--- config.mk ---
export PLATFORM = sky130hd
export DESIGN_NAME = pcmp_unit
export DESIGN_NICKNAME = d
export VERILOG_FILES = /design/src/rtl/pcmp_pkg.sv /design/src/rtl/pcmp_decode.sv /design/src/rtl/pcmp_flags.sv /design/src/rtl/pcmp_unit.sv
export SDC_FILE = /design/constraint.sdc
export NUM_CORES = 1
export LEC_CHECK = 0
export BUFFER_PORTS_ARGS = -buffer_cell sky130_fd_sc_hd__buf_2
export CELL_PAD_IN_SITES_DETAIL_PLACEMENT = 2
export CELL_PAD_IN_SITES_GLOBAL_PLACEMENT = 2
export CORE_MARGIN = 10
export CORE_UTILIZATION = 33
export CTS_CLUSTER_SIZE = 20
export DETAILED_ROUTE_END_ITERATION = 7
export GPL_ROUTABILITY_DRIVEN = 1
export PLACE_DENSITY = 0.89
export SETUP_SLACK_MARGIN = 0.4
export SLEW_MARGIN = 10
export SYNTH_ARGS = -nofsm -noshare
export SYNTH_HDL_FRONTEND = slang
export SYNTH_SLANG_ARGS = --single-unit
--- constraint.sdc ---
create_clock -name clk -period 5.9 [get_ports clk]
set_input_delay 0.885 -clock clk [delete_from_list [all_inputs] [get_ports clk]]
set_output_delay 0.885 -clock clk [all_outputs]
set_load 0.02 [all_outputs]
--- src/rtl/pcmp_pkg.sv ---
package pcmp_pkg;
  localparam int NREG = 8;
  localparam int DW   = 32;

  typedef enum logic [1:0] {
    SZ_BYTE = 2'b00,
    SZ_WORD = 2'b01,
    SZ_LONG = 2'b10,
    SZ_BAD  = 2'b11
  } size_e;

  // Keeps the operand bits of a left-aligned data word.
  function automatic logic [DW-1:0] keep_mask(size_e sz);
    case (sz)
      SZ_BYTE: keep_mask = 32'hFF00_0000;
      SZ_WORD: keep_mask = 32'hFFFF_0000;
      default: keep_mask = 32'hFFFF_FFFF;
    endcase
  endfunction
endpackage

--- src/rtl/pcmp_decode.sv ---
module pcmp_decode
  import pcmp_pkg::*;
(
  input  logic [15:0] instr,
  output logic [2:0]  src_idx,
  output logic [2:0]  dst_idx,
  output size_e       size,
  output logic        bad,
  output logic [2:0]  step
);
  logic unused_bits;
  assign unused_bits = ^{instr[15:12], instr[8], instr[5:3]};

  assign dst_idx = instr[11:9];
  assign src_idx = instr[2:0];
  assign size    = size_e'(instr[7:6]);
  assign bad     = (size == SZ_BAD);

  always_comb begin
    case (size)
      SZ_BYTE: step = 3'd1;
      SZ_WORD: step = 3'd2;
      SZ_LONG: step = 3'd4;
      default: step = 3'd0;
    endcase
  end
endmodule

--- src/rtl/pcmp_flags.sv ---
module pcmp_flags
  import pcmp_pkg::*;
(
  input  size_e          size,
  input  logic [DW-1:0]  dst_raw,
  input  logic [DW-1:0]  src_raw,
  output logic           n,
  output logic           z,
  output logic           v,
  output logic           c
);
  logic [DW-1:0] d_al, s_al, r;
  logic [DW:0]   diff;

  // Operands stay left-aligned with low bits cleared, so the top bit of
  // the full-width difference is the sign at the operand size.
  assign d_al = dst_raw & keep_mask(size);
  assign s_al = src_raw & keep_mask(size);
  assign diff = {1'b0, d_al} - {1'b0, s_al};
  assign r    = diff[DW-1:0];

  assign n = r[DW-1];
  assign z = (r == '0);
  assign c = diff[DW];
  assign v = (d_al[DW-1] ^ s_al[DW-1]) & (r[DW-1] ^ d_al[DW-1]);
endmodule

--- src/rtl/pcmp_unit.sv ---
module pcmp_unit
  import pcmp_pkg::*;
#(
  parameter int AW        = 32,
  parameter int CYC_SHORT = 12,
  parameter int CYC_LONG  = 20,
  localparam int CW       = $clog2(CYC_LONG + 1)
) (
  input  logic               clk,
  input  logic               rst,
  input  logic               start,
  input  logic [15:0]        instr,
  input  logic [NREG*AW-1:0] areg_in,
  output logic               mem_rd,
  output logic [AW-1:0]      mem_addr,
  input  logic [DW-1:0]      mem_rdata,
  output logic               done,
  output logic               illegal,
  output logic               flag_n,
  output logic               flag_z,
  output logic               flag_v,
  output logic               flag_c,
  output logic [CW-1:0]      cycles,
  output logic [NREG*AW-1:0] areg_out
);
  typedef enum logic [1:0] {ST_IDLE, ST_DST, ST_CAP, ST_FIN} state_e;

  state_e        state;
  logic [AW-1:0] ain   [NREG];
  logic [AW-1:0] areg_q[NREG];
  logic [2:0]    src_q, dst_q, inc_q;
  size_e         size_q;
  logic [DW-1:0] src_data;

  logic [2:0] d_src, d_dst, d_step;
  size_e      d_size;
  logic       d_bad;
  logic       fn, fz, fv, fc;
  logic [AW-1:0] step_w;

  for (genvar g = 0; g < NREG; g++) begin : g_regs
    assign ain[g]               = areg_in[g*AW +: AW];
    assign areg_out[g*AW +: AW] = areg_q[g];
  end

  pcmp_decode u_dec (
    .instr   (instr),
    .src_idx (d_src),
    .dst_idx (d_dst),
    .size    (d_size),
    .bad     (d_bad),
    .step    (d_step)
  );

  pcmp_flags u_flg (
    .size    (size_q),
    .dst_raw (mem_rdata),
    .src_raw (src_data),
    .n       (fn),
    .z       (fz),
    .v       (fv),
    .c       (fc)
  );

  assign step_w = AW'(inc_q);

  always_ff @(posedge clk) begin
    if (rst) begin
      state    <= ST_IDLE;
      for (int i = 0; i < NREG; i++) areg_q[i] <= '0;
      src_q    <= '0;
      dst_q    <= '0;
      inc_q    <= '0;
      size_q   <= SZ_BYTE;
      src_data <= '0;
      mem_rd   <= 1'b0;
      mem_addr <= '0;
      done     <= 1'b0;
      illegal  <= 1'b0;
      flag_n   <= 1'b0;
      flag_z   <= 1'b0;
      flag_v   <= 1'b0;
      flag_c   <= 1'b0;
      cycles   <= '0;
    end else begin
      done   <= 1'b0;
      mem_rd <= 1'b0;
      case (state)
        ST_IDLE: if (start) begin
          for (int i = 0; i < NREG; i++) areg_q[i] <= ain[i];
          src_q  <= d_src;
          dst_q  <= d_dst;
          inc_q  <= d_step;
          size_q <= d_size;
          if (d_bad) begin
            done    <= 1'b1;
            illegal <= 1'b1;
            cycles  <= '0;
          end else begin
            illegal       <= 1'b0;
            mem_rd        <= 1'b1;
            mem_addr      <= ain[d_src];
            areg_q[d_src] <= ain[d_src] + AW'(d_step);
            state         <= ST_DST;
          end
        end
        ST_DST: begin
          // Source register already advanced: same-register case reads
          // the next element.
          mem_rd        <= 1'b1;
          mem_addr      <= areg_q[dst_q];
          areg_q[dst_q] <= areg_q[dst_q] + step_w;
          state         <= ST_CAP;
        end
        ST_CAP: begin
          src_data <= mem_rdata;
          state    <= ST_FIN;
        end
        default: begin
          flag_n <= fn;
          flag_z <= fz;
          flag_v <= fv;
          flag_c <= fc;
          cycles <= (size_q == SZ_LONG) ? CW'(CYC_LONG) : CW'(CYC_SHORT);
          done   <= 1'b1;
          state  <= ST_IDLE;
        end
      endcase
    end
  end
endmodule

Word level (Yosys, flattened, before mapping)
Memories as Yosys holds them, arrays and structs flattened. A register that Yosys moved wholly into a read port is not among the register bits.
Cells that the tools add are included.
{ "word_totals": {"register_bits": 86, "ramBits": 256, "inputBits": 307, "out_inout_bits": 300, "elab_cells": 102, "n_memories": 1} }
{ "classes": {"add_sub_neg": 3, "order_cmp": 1, "eq_ne": 10, "mux": 46, "bitwise": 15, "n_reduce_logical": 12} }
{ "memory_table": {"columns": ["name", "words", "word_bits", "read_ports", "rd_clocked_by_memory_dff", "wr", "line_no", "text"], "rows": [
  ["areg_q", 8, 32, 9, 1, 9, "pcmp_unit.sv:30", "logic [AW-1:0] areg_q[NREG];"]
]} }
{ "ops": {"columns": ["cell", "count"], "rows": [
  ["32-bit two-way mux", 13],
  ["32-bit binary-select mux with 3-bit select", 1],
  ["32-bit by 3-bit adder with 32-bit output", 2],
  ["32-bit bitwise AND", 2],
  ["32-bit case mux with 2 select lines", 1],
  ["24-bit case mux with 2 select lines", 1],
  ["32-bit by 32-bit subtractor with 33-bit output", 1],
  ["32-bit logical NOT", 1],
  ["32-bit OR reduction", 1],
  ["1-bit two-way mux", 17],
  ["5-bit two-way mux", 3],
  ["5-bit case mux with 2 select lines", 1],
  ["3-bit two-way mux", 3],
  ["3-bit case mux with 3 select lines", 1],
  ["2-bit == test (second input constant)", 4],
  ["1-bit OR", 8],
  ["2-bit by 1-bit == test with 1-bit output (second input constant)", 3],
  ["2-bit logical NOT", 3],
  ["2-bit inequality test (second input constant)", 3],
  ["2-bit case mux with 3 select lines", 1],
  ["3-bit AND reduction", 2],
  ["4-bit >= comparator (second input constant)", 1],
  ["2-bit two-way mux", 2],
  ["3-bit NOT with 4-bit output", 1],
  ["other kinds (8)", 11]
]} }

Longest topological paths before layout
Gate-level depths: netlist of run 1.
{ "depth": {"word_depth": 7, "depth_mapped": 20, "depth_no_buf": 15} }

Hierarchy
From an unflattened synthesis of run 1, not the netlist that was laid out.
{ "hier_totals": {"hier_cells": 2172, "area_unflattened_um2": 22771.8} }
{ "modules_own_cells": {"columns": ["module", "n_inst", "cells_each", "area_each_um2"], "rows": [
  ["pcmp_unit", 1, 1804, 20438.4],
  ["pcmp_flags", 1, 356, 2247.2],
  ["pcmp_decode", 1, 12, 86.3]
]} }

Worst setup path after synthesis of run 1
OpenSTA, ideal clock, no wires.
{ "synth_timing": {"path_kind": "input to register", "startpoint": "in instr[2]", "endpoint": "mem areg_q[0][24], data pin", "arrival_time_ps": 4652, "t_required_ps": 5631, "setup_slack_ps": 979, "stages": 19, "path_buffers": 5, "cell_sequence": "buf_4 > buf_2 > buf_2 > buf_1 > buf_1 > mux2_2 > ha_1 > inv_1 > fa_1 > inv_1 > a21oi_1 > nor2_1 > nand4_1 > nor3_1 > nand2_1 > xnor2_1 > nor2_1 > a21oi_1 > o21ai_0"} }
{ "synth_rtl": {"columns": ["item", "line_no", "text"], "rows": [
  ["start, declared", "pcmp_unit.sv:12", "input logic [15:0] instr,"],
  ["end, declared", "pcmp_unit.sv:30", null]
]} }

==> qor.yml, run 1 <==
drt:
  wl_per_cell_um: 36.96
  detail_route.vias_per_cell: 6.463
  dr.pass1.iters: 6
  vias: 23397
  wirelength_um: 133800
  drcViolationCount: 0
  drt_iter0_drc: 2662
  drtAntennaViolNets: 0
yosys:
  yosys.area_share.xor_xnor: 0.02651
  muxShareOfSynthArea: 0.1826
  synth_simple_gate_area_frac: 0.1615
  syn_inst: 2162
  postSynth.topFlopCell: "sky130_fd_sc_hd__edfxtp_1"
  synth-adder-area-share: 0.02611
  netlist-cell-type-count: 84
  dominant_combinational_cell_family_by_area_after_synthesis: "multiplexers"
  synth_enable_flop_cells: 256
  mappedNetlistArea_mm2: 0.02242
  ys_warn_count: 0
  mean_instance_size_in_the_synthesized_netlist_um2: 10.37
  synth_compound_gate_area_share: 0.1402
  yosysSeqAreaShare: 0.4205
  number_of_flip_flops_and_latches_in_the_synthesized_netlist: 343
  synth-async-reset-ratio: 0
clocking:
  cts_root_buf: "sky130_fd_sc_hd__clkbuf_16"
  cts_hold_buf: 0
  cts_repair_resize_count: 0
  cts_buffer_depth: 3
  cts_num_sinks: 343
  cts_tree: "built"
  clk-insertion-delay-late_ps: 640
  cts_made_buffers: 44
  cts.reportedPaths.clkPinSlew_ps: 60
  htree_num_levels: 2
  cts_post_setup_buffers_inserted: 0
global_routing:
  grt_pass1_wl_um: 187900
  first_global_vias: 25303
  groute.usage.overall: 0.3266
  grt_max_degree: 82
  antenna_violations_before_repair: 31
  grt.overflow.total: 0
critical_path:
  cp.arrival_ps: 5510
  r2r_cells: 14
  cp_slowest_cell: "sky130_fd_sc_hd__dfxtp_4"
  setup.worst_path.start_class: "flip-flop"
  critical_path.n_buffers_inverters: 2
  crit_path_max_incr_delay_ps: 800
  reg2reg_setup_slack_ps: 730
  worst_ep_required_ps: 6240
  reg2reg_to: "areg_q[1][29]"
  crit_path_end_kind: "flip-flop"
  cpLargestDelayFamily: "compound AO/OA/AOI/OAI gates"
  worst-setup-path-type: "reg -> reg"
  timing.critical_path.cells: "mux4_2 > mux2i_1 > inv_1 > ha_1 > a21o_1 > a21oi_1 > a221oi_2 > nor4b_4 > buf_12 > nand4_1 > nor2_1 > xnor2_1 > a21oi_2 > o21ai_0"
  path_max_fanout: 26
floorplan:
  die_area_mm2: 0.07877
  placeableCoreArea_mm2: 0.06728
  die-height_um: 280.7
  die_w_um: 280.7
  start_util: 0.3333
  pin_count: 607
  site_row_count: 95
sta:
  final.setup_skew_ps: 52.60
  finalCriticalPeriod_ps: 5168
  worstMarginPinSlew_ps: 1165
  total_neg_setup_slack_ps: 0
  fmaxAchievable_ghz: 0.1935
  report.final.slew_viol_count: 0
  setup_viol: 0
  finalHoldViolCount: 0
  finalCritPeriodShare: 0.8760
  rsz0062_at_grt: "false"
  worst_slew_margin_rel: 0.2232
power:
  power_mw: 13.03
  switching_share: 0.4719
  leakage_nw: 11.16
  p_comb_frac: 0.474
  power_report.internal_total_mw: 6.883
  reported_net_switching_power_mw: 6.151
  power.share.sequential: 0.311
  clock_power_share: 0.215
  peakVddDrop_v: 0.0002459
  powerDensity_mw_per_mm2: 469.7
finish:
  design.final.nets: 3050
  final_util: 0.4125
  layout-drive-gt1-share: 0.3358
  layout.filler_cells: 7196
  flow.area_growth_from_synthesis_pct: 23.75
worst_hold_path:
  hold_start: "mem_addr[23]"
  hold_class: "reg -> reg"
  min_to: "mem_addr[23]"
  hold_depth: 2
placement:
  placement.io_buffers: 596
  gp_congestion: 0.9750
  place.detailed.hpwl_um: 99440
job:
  timing.max_cap.violations: 0
run_status:
  run_status: "finished, final reports clean"
==> sequential cells by signal, summed over array words and instances, names as in the netlist, 2 cells and up, named ones only <==
signal,flops
size_q,2
cycles,3
mem_addr,32
state,2
inc_q,3
dst_q,3
src_data,32
areg_q,256
==> stage by stage <==
| stage | std cells | worst slack (ps) | cell area [um^2] | hold slack (ps) |
|---|---|---|---|---|
| floorplan | 2163 | 979.0 | 22430 | 449.0 |
| global placement | 3523 | 692.4 | 26240 | 439.3 |
| detailed placement | 3523 | 581.3 | 26250 | 475.3 |
| CTS | 3605 | 541.2 | 27690 | 489.2 |
| global route | 3619 | 431.6 | 27750 | 524.2 |
| finish | 3620 | 731.7 | 27750 | 491.9 |
==> logic make-up after synthesis <==
family | count (synthesis)
mux | 242
fa+ha+maj | 45
simple gates | 732
flops | 343
buf+inv | 206
xor+xnor | 67
compound gates | 526
other cells | 1
==> how the worst max path moves through the flow <==
stage	from	endpoint	slack (ps)	depth (start not counted)
floorplan	instr[2]	areg_q[0][24]	980	19
finish	flip-flop	areg_q[1][29]	730	14
global route	flip-flop	areg_q[5][31]	430	14
global placement	instr[0]	areg_q[5][24]	690	13
detailed placement	instr[0]	areg_q[2][24]	580	13
CTS	flip-flop	areg_q[1][29]	540	13
==> power groups by stage <==
stage	Combinational, mW	Sequential (mW)	Clock [mW]
after floorplan	2.82	4.56	0
after global placement	5.75	3.96	0
after detailed placement	6.02	4.05	0
after CTS	6.08	4.02	2.80
after global routing	6.47	4.09	2.90
final	6.18	4.05	2.80
==> cell usage after synthesis, types with 7 or more instances <==
master | count | area, um^2
sky130_fd_sc_hd__a211oi_1 | 31 | 232.7
sky130_fd_sc_hd__nor2_1 | 163 | 611.8
sky130_fd_sc_hd__o22ai_1 | 7 | 43.79
sky130_fd_sc_hd__a21o_1 | 8 | 60.06
sky130_fd_sc_hd__nor4_1 | 8 | 50.05
sky130_fd_sc_hd__mux4_2 | 118 | 2658
sky130_fd_sc_hd__a21oi_1 | 105 | 525.5
sky130_fd_sc_hd__dfxtp_1 | 87 | 1742
sky130_fd_sc_hd__xnor2_1 | 35 | 306.5
sky130_fd_sc_hd__o21ai_1 | 15 | 75.07
sky130_fd_sc_hd__a221o_1 | 11 | 110.1
sky130_fd_sc_hd__inv_1 | 41 | 153.9
sky130_fd_sc_hd__mux2_2 | 17 | 191.4
sky130_fd_sc_hd__nand2b_1 | 12 | 75.07
sky130_fd_sc_hd__nor3_1 | 32 | 160.2
sky130_fd_sc_hd__mux4_1 | 10 | 262.8
sky130_fd_sc_hd__nand3b_1 | 58 | 435.4
sky130_fd_sc_hd__nand3_1 | 166 | 830.8
sky130_fd_sc_hd__buf_2 | 19 | 95.09
sky130_fd_sc_hd__xor2_1 | 31 | 271.5
sky130_fd_sc_hd__and2_1 | 27 | 168.9
sky130_fd_sc_hd__o21ai_0 | 247 | 1236
sky130_fd_sc_hd__clkbuf_1 | 110 | 412.9
sky130_fd_sc_hd__buf_1 | 13 | 48.80
sky130_fd_sc_hd__nand4_1 | 18 | 112.6
sky130_fd_sc_hd__o21a_1 | 10 | 75.07
sky130_fd_sc_hd__a22oi_1 | 39 | 292.8
sky130_fd_sc_hd__nor2b_1 | 18 | 112.6
sky130_fd_sc_hd__edfxtp_1 | 256 | 7687
sky130_fd_sc_hd__a22o_1 | 8 | 70.07
sky130_fd_sc_hd__ha_1 | 42 | 525.5
sky130_fd_sc_hd__mux2i_1 | 94 | 940.9
sky130_fd_sc_hd__buf_6 | 16 | 180.2
sky130_fd_sc_hd__nand2_1 | 191 | 716.9
==> metal layers <==
| metal | share of wire | track usage | vias up |
|---|---|---|---|
| li1 | - | - | 9302 |
| met1 | 0.35 | 0.3695 | 11900 |
| met2 | 0.48 | 0.5491 | 1675 |
| met3 | 0.10 | 0.09322 | 494 |
| met4 | 0.062 | 0.1800 | 26 |
| met5 | 0.0013 | 0 | - |
==> cells in the final DEF (no fill, tap or decap), types with 32 or more instances in the layout <==
| cell type | netlist | layout |
|---|---|---|
| sky130_fd_sc_hd__buf_2 | 19 | 593 |
| sky130_fd_sc_hd__dfxtp_1 | 87 | 84 |
| sky130_fd_sc_hd__clkbuf_16 | 0 | 44 |
| sky130_fd_sc_hd__buf_4 | 5 | 58 |
| sky130_fd_sc_hd__o21ai_0 | 247 | 247 |
| sky130_fd_sc_hd__edfxtp_1 | 256 | 256 |
| sky130_fd_sc_hd__inv_1 | 41 | 41 |
| sky130_fd_sc_hd__ha_1 | 42 | 40 |
| sky130_fd_sc_hd__a22oi_1 | 39 | 39 |
| sky130_fd_sc_hd__nand3_1 | 166 | 166 |
| sky130_fd_sc_hd__nor2_1 | 163 | 161 |
| sky130_fd_sc_hd__nand3b_1 | 58 | 58 |
| sky130_fd_sc_hd__nand2_1 | 191 | 177 |
| sky130_fd_sc_hd__mux2i_1 | 94 | 94 |
| sky130_fd_sc_hd__mux4_2 | 118 | 118 |
| sky130_fd_sc_hd__a21oi_1 | 105 | 104 |
| sky130_fd_sc_hd__nor3_1 | 32 | 32 |
| sky130_fd_sc_hd__xnor2_1 | 35 | 35 |
==> worst reg2reg max path: cells and delay by family, from the launching register on <==
family / cells / cell delay, ps
DFF: 1 / 800
xor gates and xnor gates: 1 / 100
muxes: 2 / 1020
buffers and inverters: 2 / 280
adders and majority gates: 1 / 300
AOI/OAI and AO/OA: 5 / 1610
and+or+nand+nor: 3 / 790
==> layout make-up <==
type,count,area (um^2),area share
Multi-Input combinational cell,1614,12130,0.4370
Clock buffer,57,1220,0.04396
Tap cell,873,1092,0.03936
Inverter,41,153.9,0.005546
Timing Repair Buffer,654,3463,0.1248
Clock inverter,25,224.0,0.008071
Antenna cell,13,32.53,0.001172
Sequential cell,343,9438,0.3401
(Power assumes the default switching activity.)
==> inputs of run 2 (changes only) <==
PLACE_DENSITY = 0.88   (was 0.89)
SLEW_MARGIN = 0   (was 10)
SYNTH_HIERARCHICAL = 1   (was default)
==> run 2 against run 1 <==
Compared with the run above: die area increased by 1.4%; final cell count decreased by 0.55%; critical path depth decreased by 3; via count decreased by 4.0%; wire length decreased by 6.9%; clock power about the same; count of clock-buffer cells in the layout increased by 4; synthesized cell count increased by 0.46%; maximum frequency increased by 5.6%; register-to-register slack improved by 270 ps; hold slack got worse by 35 ps; utilization decreased by 0.60 points; critical endpoint is now areg_q[4][26]; largest power group is now sequential cells; highest routed layer unchanged.
==> qor.yml, run 2 <==
finish:
  mostFrequentLayoutCell: "sky130_fd_sc_hd__buf_2"
  commonest_non_fill_non_tap_cells_in_the_layout: "592 x sky130_fd_sc_hd__buf_2, 256 x sky130_fd_sc_hd__edfxtp_1, 216 x sky130_fd_sc_hd__nand3_1"
  largest-register: "areg_q"
  top_regs: "areg_q: 256 flops, mem_addr: 32 flops, src_data: 32 flops"
  design.final.nets: 3021  # -0.95%
  layout-drive-gt1-share: 0.3485  # +0.01273
  flow.area_growth_from_synthesis_pct: 22.20
  max_reg_flops: 256  # unchanged
yosys:
  mean_instance_size_in_the_synthesized_netlist_um2: 10.48  # +1.1%
  synth_common_cells: "256 x sky130_fd_sc_hd__edfxtp_1, 216 x sky130_fd_sc_hd__nand3_1, 194 x sky130_fd_sc_hd__o21ai_0"
  ys_top_cells_by_area: "sky130_fd_sc_hd__edfxtp_1 34%, sky130_fd_sc_hd__mux4_2 11%, sky130_fd_sc_hd__dfxtp_1 7.6%"
  yosysSeqAreaShare: 0.4141  # -0.006446
  post-synth-top-count-cell: "sky130_fd_sc_hd__edfxtp_1"
  synth.top_cell.area_share: 0.3376  # -0.005256
  mappedNetlistArea_mm2: 0.02277  # +1.6%
  synth_top_area_cell: "sky130_fd_sc_hd__edfxtp_1"
  synth_enable_flop_cells: 256  # unchanged
  ys_warn_count: 6  # +6
  netlist-cell-type-count: 99  # +18%
  postSynth.topFlopCell: "sky130_fd_sc_hd__edfxtp_1"
  synth-async-reset-ratio: 0  # unchanged
  syn_inst: 2172  # +0.46%
  number_of_flip_flops_and_latches_in_the_synthesized_netlist: 343  # unchanged
worst_hold_path:
  hold_class: "reg -> reg"
clocking:
  htree_num_levels: 2  # unchanged
  cts_root_buf: "sky130_fd_sc_hd__clkbuf_16"
  cts_tree: "built"
  cts_hold_buf: 0  # unchanged
  cts_post_setup_buffers_inserted: 0  # unchanged
  cts.reportedPaths.clkPinSlew_ps: 60  # about the same
  clk-insertion-delay-late_ps: 590  # -50 ps
  cts_buffer_depth: 3  # unchanged
  cts_made_buffers: 43  # -2.3%
  cts_num_sinks: 343  # unchanged
  cts_repair_resize_count: 0  # unchanged
sta:
  finalHoldViolCount: 0  # unchanged
  finalCritPeriodShare: 0.8299  # -0.04608
  rsz0062_at_grt: "false"
  report.final.slew_viol_count: 0  # unchanged
  fmaxAchievable_ghz: 0.2042  # +5.6%
  final.setup_skew_ps: 34.14  # -18.46 ps
  hold-worst-slack_ps: 457.0  # -34.90 ps
  setup_viol: 0  # unchanged
  finalCriticalPeriod_ps: 4896  # -271.9 ps
  total_neg_setup_slack_ps: 0  # unchanged
  worstMarginPinSlew_ps: 1136  # -29.11 ps
  worst_slew_margin_rel: 0.2426  # +0.01941
global_routing:
  antenna_violations_before_repair: 22  # -29%
  groute.usage.overall: 0.3046  # -0.02205
  grt_pass1_wl_um: 178400  # -5.1%
  grt.overflow.total: 0  # unchanged
  grt_max_degree: 69  # -16%
  first_global_vias: 24981  # -1.3%
placement:
  place.detailed.hpwl_um: 90880  # -8.6%
  gp_congestion: 0.9239  # -5.2%
  placement.io_buffers: 596  # unchanged
power:
  leakage_nw: 11.19  # +0.26%
  powerDensity_mw_per_mm2: 316.3  # -33%
  clock_power_share: 0.317  # +0.102
  power.share.sequential: 0.365  # +0.054
  p_comb_frac: 0.318  # -0.156
  power_report.internal_total_mw: 5.503  # -20%
  switching_share: 0.3748  # -0.09717
  peakVddDrop_v: 0.0001992  # -19%
  reported_net_switching_power_mw: 3.298  # -46%
floorplan:
  site_row_count: 96  # +1.1%
  start_util: 0.3326  # -0.0006876
  placeableCoreArea_mm2: 0.06847  # +1.8%
  die-height_um: 282.7  # +0.72%
  die_w_um: 282.7  # +0.72%
  pin_count: 607  # unchanged
  die_area_mm2: 0.07991  # +1.4%
drt:
  dr.pass1.iters: 5  # -1
  drt_iter0_drc: 2221  # -17%
  drtAntennaViolNets: 0  # unchanged
  wl_per_cell_um: 34.61  # -6.4%
  wirelength_um: 124600  # -6.9%
  detail_route.vias_per_cell: 6.237  # -3.5%
  drcViolationCount: 0  # unchanged
  vias: 22453  # -4.0%
critical_path:
  setup.worst_path.start_class: "flip-flop"
  path_max_fanout: 31  # +19%
  cp.arrival_ps: 5160  # -350 ps
  worst-setup-path-type: "reg -> reg"
  crit_path_end_kind: "flip-flop"
  worst_ep_required_ps: 6170  # -70 ps
run_status:
  run_status: "finished, final reports clean"
job:
  timing.max_cap.violations: 0  # unchanged
run 2: power by group through the flow:
stage,registers (mW),clock network (mW),logic [mW]
3_5_place_dp,3.24,0,2.75
6_report,3.21,2.79,2.80
5_1_grt,3.23,2.89,2.96
2_1_floorplan,3.45,0,1.35
4_1_cts,3.20,2.82,2.79
3_3_place_gp,3.21,0,2.65
run 2: worst max-delay path, stage by stage, from the launching register on:
cell,delay [ps]
sky130_fd_sc_hd__dfxtp_4,920
sky130_fd_sc_hd__mux4_2,640
sky130_fd_sc_hd__mux2_2,300
sky130_fd_sc_hd__ha_1,230
sky130_fd_sc_hd__fa_1,440
sky130_fd_sc_hd__a21oi_1,330
sky130_fd_sc_hd__nor2_1,160
sky130_fd_sc_hd__nand3_2,310
sky130_fd_sc_hd__nor4b_2,110
sky130_fd_sc_hd__xor2_1,160
sky130_fd_sc_hd__mux2i_1,720
sky130_fd_sc_hd__o21ai_1,210
run 2: logic make-up (layout without fill, tap and decap cells):
logic type	Yosys count	after routing	share of synthesized area
xor gates and xnor gates	64	64	0.02462
AOI/OAI and AO/OA	482	482	0.1265
adders and majority gates	45	45	0.02571
and+or+nand+nor	745	745	0.1701
other	1	17	0.0001647
muxes	272	272	0.1903
buffers and inverters	220	750	0.04852
DFF	343	343	0.4141
run 2: area by class of cell:
cell class | count | area [um^2]
Antenna cell | 15 | 37.54
Clock buffer | 61 | 1204
Clock inverter | 18 | 236.5
Fill cell | 7355 | 40640
Inverter | 36 | 135.1
Multi-Input combinational cell | 1610 | 12360
Sequential cell | 343 | 9440
Tap cell | 882 | 1104
Timing Repair Buffer | 635 | 3314
run 2: per-layer routing:
layer  share of wire  track usage  vias up  wire length (um)
li1                -            -     9231                 -
met1            0.37       0.3494    11539             46370
met2            0.49       0.5216     1315             61010
met3           0.089      0.08212      352             11120
met4           0.048       0.1440       16              5977
met5         0.00090            0        -               112
run 2: worst paths after layout:
| path | from | slack [ps] | endpoint | cells past startpoint |
|---|---|---|---|---|
| max | flip-flop | 1000 | areg_q[4][26] | 11 |
| max reg2reg | flip-flop | 1000 | areg_q[4][26] | 11 |
| min reg2reg | mem_addr[30] | 460 | mem_addr[30] | 2 |
| min | mem_addr[30] | 460 | mem_addr[30] | 2 |
run 2: per-stage QoR:
stage | total power, mW | cells | setup WS [ps] | cell area, um^2 | util
after global routing | 9.077 | 3594 | 796.8 | 27810 | 0.4062
final | 8.801 | 3600 | 1004 | 27830 | 0.4065
after CTS | 8.806 | 3585 | 965.2 | 27790 | 0.4059
after floorplan | 4.801 | 2173 | 1086 | 22780 | -
after detailed placement | 5.999 | 3506 | 810.7 | 26350 | 0.3849
after global placement | 5.863 | 3506 | 1119 | 26350 | 0.3849
